[config.mk]
export PLATFORM = sky130hd
export DESIGN_NAME = tm_status_serializer
export DESIGN_NICKNAME = d
export VERILOG_FILES = /design/src/rtl/tm_ser_pkg.sv /design/src/rtl/tm_frame_sequencer.sv /design/src/rtl/tm_word_snapshot.sv /design/src/rtl/tm_nibble_shifter.sv /design/src/rtl/tm_status_serializer.sv
export SDC_FILE = /design/constraint.sdc
export NUM_CORES = 1
export LEC_CHECK = 0
export CAP_MARGIN = 20
export CORE_MARGIN = 4
export CORE_UTILIZATION = 52
export DETAILED_ROUTE_END_ITERATION = 8
export PLACE_DENSITY = 0.79
export SLEW_MARGIN = 20
export SYNTH_ARGS = -nofsm -noshare
export SYNTH_HDL_FRONTEND = slang
export SYNTH_SLANG_ARGS = --single-unit
[constraint.sdc]
create_clock -name clk -period 1.7 [get_ports clk]
set_input_delay 0.255 -clock clk [delete_from_list [all_inputs] [get_ports clk]]
set_output_delay 0.255 -clock clk [all_outputs]
set_load 0.05 [all_outputs]
[src/rtl/tm_ser_pkg.sv]
// Package: shared types for the telemetry status serializer.
// Assumes nothing beyond a single clock domain.
package tm_ser_pkg;

    // Action taken by the nibble shifter on a given clock cycle.
    typedef enum logic [1:0] {
        ACT_IDLE   = 2'd0,  // no frame pulse: hold everything
        ACT_START  = 2'd1,  // first bit of a readout: capture and load top nibble
        ACT_RELOAD = 2'd2,  // nibble boundary: load next nibble from snapshot
        ACT_SHIFT  = 2'd3   // inside a nibble: shift one place
    } tm_act_e;

endpackage

[src/rtl/tm_frame_sequencer.sv]
// Module: tm_frame_sequencer
// Counts frame pulses modulo the word width. It decodes, for each pulse,
// whether a readout starts, a nibble reload is due, or a plain shift happens,
// and it also names the nibble to reload.
// Assumes WORD_W is a power of two and a multiple of NIB_W, and that
// frame_i is a one-cycle strobe synchronous to clk.
module tm_frame_sequencer
    import tm_ser_pkg::*;
#(
    parameter int WORD_W = 32,
    parameter int NIB_W  = 4,
    localparam int SEQ_W  = $clog2(WORD_W),
    localparam int NIB_CNT = WORD_W / NIB_W,
    localparam int NSEL_W = $clog2(NIB_CNT)
) (
    input  logic              clk,
    input  logic              rst_n,
    input  logic              frame_i,
    output logic [SEQ_W-1:0]  seq_o,
    output tm_act_e           act_o,
    output logic [NSEL_W-1:0] nib_sel_o
);

    localparam int LOW_W = $clog2(NIB_W);
    localparam logic [NSEL_W-1:0] LAST_NIB = NSEL_W'(NIB_CNT - 1);

    logic [SEQ_W-1:0] seq_q;

    // Advance the bit position on each frame pulse; wraps naturally at WORD_W.
    always_ff @(posedge clk) begin
        if (!rst_n) begin
            seq_q <= '0;
        end else if (frame_i) begin
            seq_q <= seq_q + 1'b1;
        end
    end

    // Decode the action for this cycle from the pulse and the bit position.
    always_comb begin
        if (!frame_i) begin
            act_o = ACT_IDLE;
        end else if (seq_q == '0) begin
            act_o = ACT_START;
        end else if (seq_q[LOW_W-1:0] == '0) begin
            act_o = ACT_RELOAD;
        end else begin
            act_o = ACT_SHIFT;
        end
    end

    // Nibbles go out most significant first, so invert the nibble index.
    always_comb begin
        nib_sel_o = LAST_NIB - seq_q[SEQ_W-1 -: NSEL_W];
    end

    assign seq_o = seq_q;

endmodule

[src/rtl/tm_word_snapshot.sv]
// Module: tm_word_snapshot
// Assembles the status word from the divider setting and the fine count,
// padding unused high bits with zero, and holds a copy taken on capture.
// Assumes N_W + FINE_W <= WORD_W.
module tm_word_snapshot #(
    parameter int N_W    = 7,
    parameter int FINE_W = 20,
    parameter int WORD_W = 32
) (
    input  logic              clk,
    input  logic              rst_n,
    input  logic              capture_i,
    input  logic [N_W-1:0]    n_i,
    input  logic [FINE_W-1:0] fine_i,
    output logic [WORD_W-1:0] live_o,
    output logic [WORD_W-1:0] snap_o
);

    localparam int USED_W = N_W + FINE_W;
    localparam int PAD_W  = WORD_W - USED_W;

    // Build the live word; pad only when fields leave room.
    generate
        if (PAD_W > 0) begin : g_pad
            assign live_o = {{PAD_W{1'b0}}, n_i, fine_i};
        end else begin : g_nopad
            assign live_o = {n_i, fine_i};
        end
    endgenerate

    logic [WORD_W-1:0] snap_q;

    // Hold the word taken at the start of a readout.
    always_ff @(posedge clk) begin
        if (!rst_n) begin
            snap_q <= '0;
        end else if (capture_i) begin
            snap_q <= live_o;
        end
    end

    assign snap_o = snap_q;

endmodule

[src/rtl/tm_nibble_shifter.sv]
// Module: tm_nibble_shifter
// A parallel-load shift register of NIB_W bits whose top bit drives the
// serial line, plus the marker flag for the first bit of a readout.
// On START it loads the top nibble straight from the live word (the snapshot
// is written on the same edge); on RELOAD it loads the selected snapshot
// nibble; on SHIFT it moves one place towards the output.
module tm_nibble_shifter
    import tm_ser_pkg::*;
#(
    parameter int WORD_W = 32,
    parameter int NIB_W  = 4,
    localparam int NIB_CNT = WORD_W / NIB_W,
    localparam int NSEL_W  = $clog2(NIB_CNT)
) (
    input  logic              clk,
    input  logic              rst_n,
    input  tm_act_e           act_i,
    input  logic [WORD_W-1:0] live_i,
    input  logic [WORD_W-1:0] snap_i,
    input  logic [NSEL_W-1:0] nib_sel_i,
    output logic              data_o,
    output logic              mark_o
);

    logic [NIB_W-1:0] sr_q;
    logic             mark_q;
    logic [NIB_W-1:0] reload_nib;

    // Pick the snapshot nibble named by the sequencer.
    always_comb begin
        reload_nib = snap_i[nib_sel_i * NIB_W +: NIB_W];
    end

    // Load or shift the register according to the decoded action.
    always_ff @(posedge clk) begin
        if (!rst_n) begin
            sr_q <= '0;
        end else begin
            unique case (act_i)
                ACT_START:  sr_q <= live_i[WORD_W-1 -: NIB_W];
                ACT_RELOAD: sr_q <= reload_nib;
                ACT_SHIFT:  sr_q <= {sr_q[NIB_W-2:0], 1'b0};
                default:    sr_q <= sr_q;
            endcase
        end
    end

    // Raise the marker for the first bit, drop it on any later pulse.
    always_ff @(posedge clk) begin
        if (!rst_n) begin
            mark_q <= 1'b0;
        end else if (act_i == ACT_START) begin
            mark_q <= 1'b1;
        end else if (act_i != ACT_IDLE) begin
            mark_q <= 1'b0;
        end
    end

    assign data_o = sr_q[NIB_W-1];
    assign mark_o = mark_q;

endmodule

[src/rtl/tm_status_serializer.sv]
// Module: tm_status_serializer (top)
// Serializes a status word made of a divider setting and a fine count,
// one bit per frame pulse, most significant bit first, with a marker on
// the first bit of each readout. Assumes frame_pulse is a one-cycle strobe.
module tm_status_serializer
    import tm_ser_pkg::*;
#(
    parameter int N_W    = 7,
    parameter int FINE_W = 20,
    parameter int WORD_W = 32,
    parameter int NIB_W  = 4,
    localparam int SEQ_W  = $clog2(WORD_W),
    localparam int NSEL_W = $clog2(WORD_W / NIB_W)
) (
    input  logic              clk,
    input  logic              rst_n,
    input  logic              frame_pulse,
    input  logic [N_W-1:0]    div_n,
    input  logic [FINE_W-1:0] fine_cnt,
    output logic              tm_data,
    output logic              tm_mark
);

    logic [SEQ_W-1:0]  seq_q;
    tm_act_e           act;
    logic [NSEL_W-1:0] nib_sel;
    logic [WORD_W-1:0] live_word;
    logic [WORD_W-1:0] snap_q;
    logic              capture;

    assign capture = (act == ACT_START);

    tm_frame_sequencer #(
        .WORD_W (WORD_W),
        .NIB_W  (NIB_W)
    ) u_seq (
        .clk       (clk),
        .rst_n     (rst_n),
        .frame_i   (frame_pulse),
        .seq_o     (seq_q),
        .act_o     (act),
        .nib_sel_o (nib_sel)
    );

    tm_word_snapshot #(
        .N_W    (N_W),
        .FINE_W (FINE_W),
        .WORD_W (WORD_W)
    ) u_snap (
        .clk       (clk),
        .rst_n     (rst_n),
        .capture_i (capture),
        .n_i       (div_n),
        .fine_i    (fine_cnt),
        .live_o    (live_word),
        .snap_o    (snap_q)
    );

    tm_nibble_shifter #(
        .WORD_W (WORD_W),
        .NIB_W  (NIB_W)
    ) u_shift (
        .clk       (clk),
        .rst_n     (rst_n),
        .act_i     (act),
        .live_i    (live_word),
        .snap_i    (snap_q),
        .nib_sel_i (nib_sel),
        .data_o    (tm_data),
        .mark_o    (tm_mark)
    );

endmodule

# After elaboration in Yosys (flattened, before gate mapping)
# Cells that the tools add are included.
# totals
reg_bits	37
input_bits	30
elab_cells	21
# op_classes
n_addsub	2
n_eq_ne	3
shifts	1
n_mux	6
n_reduce_logical	5
# ops
operator	n
$shiftx 32x6->4	1
$pmux 4 s3	1
$add 5x1->5 const B	1
$logic_not 5->1	1
$eq 2x2->1 const B	2
$mux 2	2
$reduce_bool 2->1	2
$mux 1	3
$reduce_bool 3->1	1
$sub 3x3->3 const A	1
$eq 2x1->1 const B	1
$logic_not 2->1	1

# Depth between registers and ports, before layout
# depth
depth_word	7
ltp_mapped	8
ltp_nobuf	6

# Modules after synthesis
# Synthesis repeated with hierarchy kept, for this count alone.
# unflattened
cells_unflattened	217
area_unflattened_um2	2202.1
# modules_own_cells
mod	instances	cells_each	area_each_um2	seq_area_each_um2
tm_word_snapshot	1	124	1320.0	540.5
tm_nibble_shifter	1	59	586.8	100.1
tm_frame_sequencer	1	33	281.5	100.1
tm_status_serializer	1	1	13.8	0.0

# Worst setup path after synthesis
# OpenSTA, ideal clock, no wires.
# synth_timing
path_type	register to register
start	register u_seq.seq_q[2], in the netlist u_seq.seq_o[2]
end	register u_shift.sr_q[2]
t_arrival_ns	1.214
required_ns	1.585
path_slack_ns	0.372
stages_incl_launch_ff	6
path_buffers	1
path_cell_list	dfxtp_1 buf_6 mux2_2 a221oi_2 nor2_1 o21a_1
# synth_between
elab_chain_cells	5
# synth_lines
element	line	rtl
start: declaration	tm_frame_sequencer.sv:27	logic [SEQ_W-1:0] seq_q;
start signal: assignment	tm_frame_sequencer.sv:34	seq_q <= seq_q + 1'b1;
branches (longest 5 deep; another with $sub 3x3->3)	n/a	
end signal: assignment	tm_nibble_shifter.sv:40	ACT_START: sr_q <= live_i[WORD_W-1 -: NIB_W];
end signal: assignment	tm_nibble_shifter.sv:41	ACT_RELOAD: sr_q <= reload_nib;
end signal: assignment	tm_nibble_shifter.sv:42	ACT_SHIFT: sr_q <= {sr_q[NIB_W-2:0], 1'b0};
end: declaration	tm_nibble_shifter.sv:25	logic [NIB_W-1:0] sr_q;
# Several ways; the timed one is not identified.
# A chain may end at the register's enable or synchronous reset.

# Final worst setup path
# layout_timing
start	register u_seq.seq_q[2], in the netlist u_seq.seq_o[2]
end	register u_snap.snap_q[5], in the netlist u_snap.snap_o[5]
# layout_between
elab_chain_cells	4
# layout_lines
element	line	rtl
$logic_not 5->1	tm_frame_sequencer.sv:42	end else if (seq_q == '0) begin
$mux 2	tm_frame_sequencer.sv:42	
$mux 2	tm_frame_sequencer.sv:40	if (!frame_i) begin
$eq 2x1->1	tm_status_serializer.sv:31	assign capture = (act == ACT_START);
end signal: assignment	tm_word_snapshot.sv:38	snap_q <= live_o;
end: declaration	tm_word_snapshot.sv:31	logic [WORD_W-1:0] snap_q;
# Every way passes these cells.

==> run_results.csv <==
group,metric,value,unit
run_status,status,"finished clean",
clocking,clk_latency,360,ps
logic_synthesis,ys_ff_latch,37,
detailed_routing,num_vias,1445,
grt,antenna_found_initial,0,
logic_synthesis,synth-edff-count,0,
setup_path,crit_family,"buffers and inverters",
die,ios,32,
logic_synthesis,synth_nets,228,
logic_synthesis,yosys.area.top_type,"dfxtp_1",
die,core,0.00339,mm²
detailed_routing,drc_errors,0,
clocking,clk_transition_reported_paths,110,ps
detailed_routing,dr.pass1.iters,4,
die,die_w,67.5,µm
grt,grt_pass1_wl,6180,µm
clocking,h-tree-depth,2,
sta,period_share,91.3,%
clocking,cts_setup_buffers,0,
run,drv_cap,0,
detailed_routing,wl_per_cell,13.4,µm
clocking,cts_resized,0,
cells_and_area,fill_cells,286,
cells_and_area,nets,263,
cells_and_area,area_growth,20.9,%
grt,grt_max_degree,25,
logic_synthesis,synthCells,196,
die,start_util,54.3,%
sta,slew_violations,0,
detailed_routing,via_per_inst,5.20,
setup_path,cp.required,1990,ps
setup_path,worst_setup_path_end_kind,"flop",
grt,grt_pass1_vias,1364,
setup_path,crit_path_start_kind,"flop",
logic_synthesis,yosysSeqAreaShare,40.2,%
sta,worst_pin_slew,452,ps
placed_design,io_buffers,31,
logic_synthesis,ys_types,37,
logic_synthesis,syn-mean-instance-area,9.39,µm²
setup_path,worstPathArrival,1840,ps
cells_and_area,regArea,742,µm²
die,die_h,67.5,µm
placed_design,gp_congestion,0.835,
setup_path,critPathBufInv,3,
clocking,cts_hold_buf,0,
clocking,cts_buffers,5,
logic_synthesis,synthTopCellsByArea,"dfxtp_1 40%, a21boi_2 12%, nand2_1 11%, mux2_2 4.3%, a21boi_0 3.3%",
logic_synthesis,async_flop_share,0,%
clocking,numClockSinks,37,
sta,rsz0062_at_grt,"no",
detailed_routing,detail-route-antenna-nets,0,
pwr,power.leakage,0.817,nW
sta,fin_setup_tns,0,ps
setup_path,max_stage_delay,370,ps
detailed_routing,routed_wl,3730,µm
die,num_rows,21,
clocking,cts_tree,"built",
logic_synthesis,synth_top_area_share,40.2,%
die,dieArea,0.00456,mm²
sta,setup_viol_count_final,0,
cells_and_area,n_antenna_cell,0,
logic_synthesis,synth_area,0.00184,mm²
pwr,finalPower,1.75,mW
logic_synthesis,synthFlopType,"dfxtp_1",
clocking,clock_path_buffers,2,
setup_path,criticalPathCategory,"flop to flop",
cells_and_area,multi_input_area,973,µm²
pwr,p_per_area,785,mW/mm²
placed_design,hpwl,2790,µm
grt,grt_overflow,0,
sta,period_needed,1550,ps
setup_path,cpMostUsedCell,"buf_4",
detailed_routing,first_iter_violations,45,
sta,skew,13.5,ps
setup_path,crit_path_max_fanout,15,
grt,grtUsageTotal,18.7,%
sta,timing.fmax,0.644,GHz
setup_path,crit_slowest_cell,"dfxtp_2",
logic_synthesis,ys_warn_count,0,
clocking,cts_root_buf,"clkbuf_4",
worst_hold_path,hp-class,"input port to flop",
setup_path,path_cells,"buf_4, buf_4, nor3_4, nor2b_2, buf_4, nand2_1, a21boi_2",
sta,relSlewSlack,69.8,%
sta,hold_violations,0,
pwr,peakVddDrop,582,µV
cells_and_area,drive_gt1_share,23.7,%
[per-stage QoR]
step	instances	hold WS [ps]	area (µm²)	setup slack, ps	utilization (%)
2_1_floorplan	196	382	1840	372	-
3_3_place_gp	270	451	2170	181	64.1
3_5_place_dp	270	456	2170	134	64.1
4_1_cts	278	433	2220	94.6	65.5
5_1_grt	278	434	2220	31.4	65.6
6_report	278	445	2220	147	65.6
[flip-flops by register name, indices dropped and copies added, names as in the netlist]
signal,count
u_seq.seq_o,5
u_shift.sr_q,4
u_shift.mark_o,1
u_snap.snap_o,27
[worst paths after layout]
check / startpoint / to / slack, ps / cells past startpoint
worst max register to register: u_seq.seq_o[2] / u_snap.snap_o[5] / 150 / 7
worst min register to register: u_snap.snap_o[20] / u_snap.snap_o[20] / 470 / 2
worst min-delay path: fine_cnt[9] / u_snap.snap_o[9] / 440 / 3
worst max-delay path: u_seq.seq_o[2] / u_snap.snap_o[5] / 150 / 7
[area by class of cell]
| class | instances | area share, % |
|---|---|---|
| clock buffers | 8 | 2.19 |
| multi-input cells | 142 | 43.8 |
| flip-flops and latches | 37 | 33.4 |
| well taps | 46 | 2.59 |
| inverters | 2 | 0.337 |
| repair buffers | 43 | 17.8 |
[tightest hold or removal path, cell delays in order]
cell,delay [ps]
clkdlybuf4s50_1,400
nand2_1,70
a21boi_2,40
[layout by cell type, fill, tap and decap left out, types with 2 or more instances in the layout]
| cell | n |
|---|---|
| a21boi_0 | 8 |
| clkbuf_4 | 5 |
| and2_1 | 4 |
| nor3b_1 | 2 |
| nand2_1 | 56 |
| nor2_1 | 4 |
| buf_4 | 14 |
| nand3b_1 | 2 |
| o21ai_0 | 4 |
| a21boi_2 | 20 |
| nand2_2 | 2 |
| inv_1 | 2 |
| dfxtp_1 | 36 |
| mux2_2 | 7 |
| a221oi_1 | 2 |
| xnor2_1 | 3 |
| nor2b_1 | 2 |
| mux2i_1 | 4 |
| clkbuf_1 | 3 |
| nand4_1 | 2 |
| nand2b_1 | 4 |
| o22ai_1 | 3 |
| clkdlybuf4s50_1 | 29 |
[where the power goes]
group          internal [mW]  total, mW  switching [mW]
sequential             0.927      0.964          0.0367
clock                  0.165      0.445           0.280
combinational          0.175      0.338           0.163
[Yosys cell counts, drive strengths merged (2+ instances only)]
cell type and count:
nand2 58, dfxtp 37, a21boi 28, buf 10, mux2 7, clkbuf 5, and2 4, mux2i 4
nand2b 4, nor2 4, o21ai 4, a221oi 3, nor2b 3, o22ai 3, xnor2 3, ha 2
inv 2, nand3b 2, nand4 2, nor3b 2
[per-layer routing]
| layer | vias up | global-route usage [%] | part of all wire [%] |
|---|---|---|---|
| met3 | 10 | 4.66 | 3.9 |
| met4 | 0 | 11.9 | 3.0 |
| met2 | 34 | 29.8 | 48 |
| li1 | 726 | - | - |
| met5 | - | 0 | 0 |
| met1 | 675 | 22.2 | 46 |
[cell families (layout without fill, tap and decap cells)]
logic type,Yosys count,in the layout,synth area share (%)
AND/OR/NAND/NOR,81,81,20.5
AO/OA/AOI/OAI,43,43,21.3
flip-flops,37,37,40.2
buffers and inverters,17,53,7.00
multiplexers,12,12,7.68
XOR/XNOR,4,4,1.90
adder cells (fa/ha/maj),2,2,1.36
Note: power is estimated with default switching activity, not from simulation.
